`src/rtl/ring_phase_pkg.sv`:
```
// Shared sample type and limits for the ring phase calculator.
// Assumes the five-level alphabet -2..+2, which fits in 3 bits.
package ring_phase_pkg;
    localparam int Y_W   = 3;
    localparam int Y_LIM = 2;
    typedef logic signed [Y_W-1:0] ysamp_t;
endpackage

```
`src/rtl/rpc_modulus_reg.sv`:
```
// Modulus register: accepts a write only when the value lies in
// [M_MIN, M_MAX]. The residue update uses the value held before the edge,
// so a write counts from the next reference period.
// Assumes M_RST lies inside the legal range.
module rpc_modulus_reg #(
    parameter int M_W   = 7,
    parameter int M_MIN = 40,
    parameter int M_MAX = 80,
    parameter int M_RST = 64
) (
    input  logic           clk,
    input  logic           rst_n,
    input  logic           wr_i,
    input  logic [M_W-1:0] wdata_i,
    output logic [M_W-1:0] m_o
);
    localparam logic [M_W-1:0] LO = M_W'(M_MIN);
    localparam logic [M_W-1:0] HI = M_W'(M_MAX);
    localparam logic [M_W-1:0] RV = M_W'(M_RST);

    logic legal;

    // Range test on the incoming write value.
    always_comb legal = (wdata_i >= LO) && (wdata_i <= HI);

    // Hold M; take a write only when it is legal.
    always_ff @(posedge clk) begin
        if (!rst_n)             m_o <= RV;
        else if (wr_i && legal) m_o <= wdata_i;
    end


    m_range_chk: assert property (@(posedge clk) disable iff (!rst_n)
        (int'(m_o) >= M_MIN) && (int'(m_o) <= M_MAX));


    m_load_chk: assert property (@(posedge clk) disable iff (!rst_n)
        (wr_i && int'(wdata_i) >= M_MIN && int'(wdata_i) <= M_MAX)
        |=> (m_o == $past(wdata_i)));


    m_reject_chk: assert property (@(posedge clk) disable iff (!rst_n)
        (wr_i && (int'(wdata_i) < M_MIN || int'(wdata_i) > M_MAX))
        |=> $stable(m_o));
endmodule

```
`src/rtl/rpc_residue.sv`:
```
// Residue accumulator: adds this period's edge count, subtracts M and
// saturates to the five-level alphabet. The saturated value is the state.
// Assumes edge_cnt and M are unsigned and are sampled at the period edge.
module rpc_residue
    import ring_phase_pkg::*;
#(
    parameter int CNT_W = 8,
    parameter int M_W   = 7
) (
    input  logic             clk,
    input  logic             rst_n,
    input  logic [CNT_W-1:0] cnt_i,
    input  logic [M_W-1:0]   m_i,
    output ysamp_t           y_o,
    output logic             clip_o,
    output logic             clip_now_o
);
    localparam int SUM_W = ((CNT_W > M_W) ? CNT_W : M_W) + 3;
    localparam logic signed [SUM_W-1:0] HI = SUM_W'(Y_LIM);
    localparam logic signed [SUM_W-1:0] LO = -HI;

    logic signed [SUM_W-1:0] cnt_ext, m_ext, y_ext, sum;
    ysamp_t                  nxt;

    // Extend the operands to a width that cannot overflow.
    always_comb begin
        cnt_ext = {{(SUM_W-CNT_W){1'b0}}, cnt_i};
        m_ext   = {{(SUM_W-M_W){1'b0}}, m_i};
        y_ext   = {{(SUM_W-Y_W){y_o[Y_W-1]}}, y_o};
        sum     = y_ext + cnt_ext - m_ext;
    end

    // Saturate the raw sum and flag when a limit was applied.
    always_comb begin
        if (sum > HI) begin
            nxt        = ysamp_t'(Y_LIM);
            clip_now_o = 1'b1;
        end else if (sum < LO) begin
            nxt        = ysamp_t'(-Y_LIM);
            clip_now_o = 1'b1;
        end else begin
            nxt        = sum[Y_W-1:0];
            clip_now_o = 1'b0;
        end
    end

    // Register the residue and the clip pulse once per period.
    always_ff @(posedge clk) begin
        if (!rst_n) begin
            y_o    <= '0;
            clip_o <= 1'b0;
        end else begin
            y_o    <= nxt;
            clip_o <= clip_now_o;
        end
    end


    y_range_chk: assert property (@(posedge clk) disable iff (!rst_n)
        (y_o >= ysamp_t'(-Y_LIM)) && (y_o <= ysamp_t'(Y_LIM)));


    clip_edge_chk: assert property (@(posedge clk) disable iff (!rst_n)
        clip_o |-> (y_o == ysamp_t'(Y_LIM) || y_o == ysamp_t'(-Y_LIM)));
endmodule

```
`src/rtl/rpc_sticky_flag.sv`:
```
// Sticky clip flag: set by any saturation, cleared by a strobe. A set and
// a clear at the same edge leave it set, so no event is lost.
module rpc_sticky_flag (
    input  logic clk,
    input  logic rst_n,
    input  logic set_i,
    input  logic clr_i,
    output logic flag_o
);
    // Set has priority over clear.
    always_ff @(posedge clk) begin
        if (!rst_n)     flag_o <= 1'b0;
        else if (set_i) flag_o <= 1'b1;
        else if (clr_i) flag_o <= 1'b0;
    end


    flag_set_chk: assert property (@(posedge clk) disable iff (!rst_n)
        set_i |=> flag_o);


    flag_clr_chk: assert property (@(posedge clk) disable iff (!rst_n)
        (clr_i && !set_i) |=> !flag_o);


    flag_hold_chk: assert property (@(posedge clk) disable iff (!rst_n)
        (flag_o && !clr_i) |=> flag_o);
endmodule

```
`src/rtl/ring_phase_calc.sv`:
```
// Ring cycle phase calculator top. Turns per-period oscillator edge counts
// into a saturated five-level residue against n*M.
// Assumes edge_cnt is already synchronous to clk, one value per period.
module ring_phase_calc #(
    parameter int CNT_W = 8,
    parameter int M_W   = 7,
    parameter int M_MIN = 40,
    parameter int M_MAX = 80,
    parameter int M_RST = 64
) (
    input  logic               clk,
    input  logic               rst_n,
    input  logic [CNT_W-1:0]   edge_cnt,
    input  logic               m_wr,
    input  logic [M_W-1:0]     m_wdata,
    input  logic               clip_clr,
    output logic signed [2:0]  y_out,
    output logic               clip_pulse,
    output logic               clip_seen
);
    import ring_phase_pkg::*;

    logic [M_W-1:0] m_cur;
    logic           clip_now;
    ysamp_t         y_int;

    rpc_modulus_reg #(
        .M_W(M_W), .M_MIN(M_MIN), .M_MAX(M_MAX), .M_RST(M_RST)
    ) u_mod (
        .clk(clk), .rst_n(rst_n), .wr_i(m_wr), .wdata_i(m_wdata), .m_o(m_cur)
    );

    rpc_residue #(.CNT_W(CNT_W), .M_W(M_W)) u_res (
        .clk(clk), .rst_n(rst_n), .cnt_i(edge_cnt), .m_i(m_cur),
        .y_o(y_int), .clip_o(clip_pulse), .clip_now_o(clip_now)
    );

    rpc_sticky_flag u_flag (
        .clk(clk), .rst_n(rst_n), .set_i(clip_now), .clr_i(clip_clr),
        .flag_o(clip_seen)
    );

    // Present the internal sample on the output port.
    always_comb y_out = y_int;


    seen_follows_clip_chk: assert property (@(posedge clk) disable iff (!rst_n)
        clip_pulse |-> clip_seen);
endmodule

```
`config.mk`:
```
export PLATFORM = sky130hd
export DESIGN_NAME = ring_phase_calc
export DESIGN_NICKNAME = d
export VERILOG_FILES = /design/src/rtl/ring_phase_pkg.sv /design/src/rtl/rpc_modulus_reg.sv /design/src/rtl/rpc_residue.sv /design/src/rtl/rpc_sticky_flag.sv /design/src/rtl/ring_phase_calc.sv
export SDC_FILE = /design/constraint.sdc
export NUM_CORES = 1
export LEC_CHECK = 0
export BUFFER_PORTS_ARGS = -buffer_cell sky130_fd_sc_hd__buf_2
export CORE_MARGIN = 2
export CORE_UTILIZATION = 34
export CTS_BUF_LIST = sky130_fd_sc_hd__clkbuf_4 sky130_fd_sc_hd__clkbuf_8
export DETAILED_ROUTE_END_ITERATION = 10
export PLACE_DENSITY_LB_ADDON = 0.08
export RECOVER_POWER = 25
export SLEW_MARGIN = 5
export SYNTH_ARGS = -nofsm -noshare
export SYNTH_HDL_FRONTEND = slang
export SYNTH_HIERARCHICAL = 1
export SYNTH_SLANG_ARGS = --single-unit
export TNS_END_PERCENT = 100
```
`constraint.sdc`:
```
create_clock -name clk -period 8.7 [get_ports clk]
set_input_delay 0 -clock clk [delete_from_list [all_inputs] [get_ports clk]]
set_output_delay 0 -clock clk [all_outputs]
set_load 0.02 [all_outputs]
```
==> results.md <==
* Result of the run: complete, no violations
* Iteration count of the initial detailed-routing pass at 4
* CP startpoint: u_res/y_o[1]
* Critical-path maximum fanout at 4
* Effective utilization at floorplan at 34.80%
* I/O pin count at 24
* Seq cells post-synth at 12
* Power per cell area at 267.6 mW/mm2
* Min-Delay Endpoint: u_mod/m_o[1]
* Non-filler cells in the finished layout at 218
* Launch point of the worst reg-to-reg path: u_res/y_o[1]
* Clk buf depth at 2
* TritonCTS clock tree: built
* Synth area leader: sky130_fd_sc_hd__dfxtp_1
* Wire length of the first global-routing pass at 4340 um
* Vias per cell at 5.046
* Relative slew slack at 76.65%
* Cells along the critical path: inv_1, fa_1, inv_1, fa_1, a211o_1, a21o_1, a221oi_2, o211ai_1, o31a_1, o21a_1
* Endpoint of the most critical register-to-register path: u_flag/flag_o
* Number of synthesized flops with an enable pin at 0
* Placed instance count at 214
* FP Rows at 22
* Final critical-path share of the clock period at 33.97%
* Max Freq at 0.3384 GHz
* Standby leakage power at 0.6731 nW
* Cell depth of the worst hold path at 3
* Clock transition at the registers of the reported paths at 0.05 ns
* Post-Route Skew at 0.0009951 ns
* Initial DRC count at 38
* Length in cells of the worst reg-to-reg path at 10
* Mean Syn Cell Area at 8.655 um2
* Warnings from Yosys at 6
* Worst-skew pair later-pin latency at 0.23 ns
* Net Count, Synth at 182
* Remaining design rule violation count at 0
* Cell area after synthesis at 0.001255 mm2
* Port Buf Inserts at 23
* Total of hold buffers inserted after clock tree synthesis at 0
* Worst setup path category: register to register
* GRT Util Overall at 13.04%
* Proportion of synthesized flip-flops having asynchronous set or reset at 0%
* Slowest cell on the critical path: sky130_fd_sc_hd__fa_1
* Largest net degree at the start of global routing at 10
* Syn-to-layout area delta at 17.25%
* Max IR drop VDD at 0.00008048 V
* Total Die Area at 0.004193 mm2
* Crit. End Element: register
* Min-Delay Path Class: input port to register
* Number of global-route vias before repair at 1,072
* Number of antenna repair diodes at 0
* Root Buffer: sky130_fd_sc_hd__clkbuf_8
* Routed Antenna Nets at 0
* Total count of max-transition violations in the final report at 0
* Fraction of synthesized cell area taken by the top area cell type at 19.14%
* Top cells by area, synth: sky130_fd_sc_hd__dfxtp_1, sky130_fd_sc_hd__fa_1, sky130_fd_sc_hd__ha_1
* Setup repair bufs after CTS at 0
* Overflow left after global routing at 0
* Number of clock sinks at 12
* Measured slew at the worst slew-check pin at 0.3466 ns
* Post-detailed-placement half-perimeter wirelength at 2276 um
* Worst EP required at 8.83 ns
* Count of buffering cells on the critical path with inverters included at 2
* Cts bufs inserted at 3
* RSZ-0062 raised after global routing: false
* Cell class contributing the biggest share of worst-path delay: compound AO/OA/AOI/OAI gates
* Horizontal extent of the die at 64.76 um
* WL per Instance at 11.77 um
* Max capacitance violation total at 0
* Critical hold path startpoint: m_wdata[1]
* Data arrival time of the critical path at 3.09 ns
* Count of unique library cells instantiated by Yosys at 48
* Number of endpoints with negative hold slack in the final report at 0
* Ratio of cells with drive above 1 in the final layout at 21.18%
* Final standard cell utilization of the core at 40.81%
* Final setup vio count at 0
* Layout filler cell count at 378
* Routed wire length at 2566 um
* Final weighted congestion in routability-driven placement at 0.7878
* Number of antenna violations at the first check in global routing at 0
* Slack of the worst reg-to-reg path at 5.74 ns
* Number of H-tree branching levels at 1
* Detailed-route via count at 1,100
* Nets@finish at 208
* Fraction of the yosys area taken by sequential cells at 19.14%
* Post-layout minimum cycle time at 2.955 ns
* Post-route setup TNS at 0 ns
* Gates resized, CTS repair at 0
* Critical Path Source Type: register
* Post-synth top flop: sky130_fd_sc_hd__dfxtp_1
* Crit path largest cell delay at 0.48 ns
* Core region area at 0.003606 mm2
* Vertical extent of the die at 64.76 um
* Synthesized netlist cell count at 145
per-layer routing:
layer	global-route usage, %	up-vias	wire (um)
met5	0	-	0
met4	3.191	0	17
met3	2.431	2	79
met2	25.13	16	1268
met1	14.52	516	1201
li1	-	566	-
state kept, by name, indices dropped and copies added, names as in the netlist:
name           count
u_flag/flag_o      1
u_mod/m_o          7
u_res/clip_o       1
u_res/y_o          3
area by class of cell:
| type | instances | area [um2] | share of cell area, % |
|---|---|---|---|
| inverter | 26 | 97.59 | 6.633 |
| clock buffer | 4 | 55.05 | 3.741 |
| timing repair buffer | 23 | 110.1 | 7.483 |
| tap | 48 | 60.06 | 4.082 |
| sequential | 12 | 240.2 | 16.33 |
| multi-input combinational | 105 | 908.4 | 61.73 |
cells in the final DEF, fill, tap and decap left out, types with 2 or more instances in the layout:
cell,n
sky130_fd_sc_hd__o211a_1,2
sky130_fd_sc_hd__a21oi_1,8
sky130_fd_sc_hd__fa_1,8
sky130_fd_sc_hd__dfxtp_1,12
sky130_fd_sc_hd__clkbuf_8,4
sky130_fd_sc_hd__or2_1,3
sky130_fd_sc_hd__nand2b_1,2
sky130_fd_sc_hd__o211ai_1,4
sky130_fd_sc_hd__a21o_1,3
sky130_fd_sc_hd__clkbuf_1,4
sky130_fd_sc_hd__o21a_1,4
sky130_fd_sc_hd__buf_2,19
sky130_fd_sc_hd__ha_1,10
sky130_fd_sc_hd__o21ai_0,5
sky130_fd_sc_hd__nand2_1,6
sky130_fd_sc_hd__inv_1,26
sky130_fd_sc_hd__nand3_1,9
sky130_fd_sc_hd__a211o_1,2
sky130_fd_sc_hd__o2111ai_1,3
sky130_fd_sc_hd__nor2_1,4
sky130_fd_sc_hd__o21ai_1,4
how the worst max path moves through the flow:
| stage | slack, ns | to | cells after the start |
|---|---|---|---|
| detailed placement | 5.74 | u_flag/flag_o | 10 |
| global route | 5.60 | u_flag/flag_o | 10 |
| floorplan | 5.73 | u_flag/flag_o | 10 |
| CTS | 5.72 | u_flag/flag_o | 10 |
| finish | 5.74 | u_flag/flag_o | 10 |
| global placement | 5.77 | u_flag/flag_o | 10 |
logic make-up after synthesis:
group | count (synthesis) | synth area share, %
and+or+nand+nor | 36 | 17.35
muxes | 1 | 0.7976
adders and majority gates | 18 | 22.73
AOI/OAI and AO/OA | 48 | 30.11
xor gates and xnor gates | 2 | 1.396
buffers and inverters | 28 | 8.474
DFF | 12 | 19.14
worst min-delay path, stage by stage:
cell and delay [ns]:
sky130_fd_sc_hd__buf_2 0.11, sky130_fd_sc_hd__nand3_1 0.06, sky130_fd_sc_hd__a21oi_1 0.06
where the power goes:
group | switching [mW] | internal, mW | total [mW]
sequential | 0.00254 | 0.0597 | 0.0623
clock | 0.0196 | 0.0399 | 0.0595
combinational | 0.157 | 0.115 | 0.272
metrics by stage:
step                      area, um2  hold WS, ns  total power, mW  setup WS, ns
after global routing           1471      0.04917           0.4354         5.598
final                          1471      0.04620           0.3937         5.745
after detailed placement       1421       0.2936           0.3360         5.737
after floorplan                1255       0.1175           0.2806         5.734
after CTS                      1476      0.04517           0.3967         5.725
after global placement         1421       0.2852           0.3373         5.765
Yosys cell counts (2+ instances only):
cell                         n
sky130_fd_sc_hd__nor2_1      4
sky130_fd_sc_hd__dfxtp_1    12
sky130_fd_sc_hd__o211ai_1    4
sky130_fd_sc_hd__o211a_1     2
sky130_fd_sc_hd__inv_1      26
sky130_fd_sc_hd__nand2b_1    2
sky130_fd_sc_hd__o21a_1      4
sky130_fd_sc_hd__nand2_1     6
sky130_fd_sc_hd__or2_1       3
sky130_fd_sc_hd__ha_1       10
sky130_fd_sc_hd__fa_1        8
sky130_fd_sc_hd__o2111ai_1   3
sky130_fd_sc_hd__a21oi_1     8
sky130_fd_sc_hd__a21o_1      3
sky130_fd_sc_hd__a211o_1     2
sky130_fd_sc_hd__nand3_1     9
sky130_fd_sc_hd__o21ai_0     5
sky130_fd_sc_hd__o21ai_1     4
No activity file was read; power rests on OpenSTA's default activity.
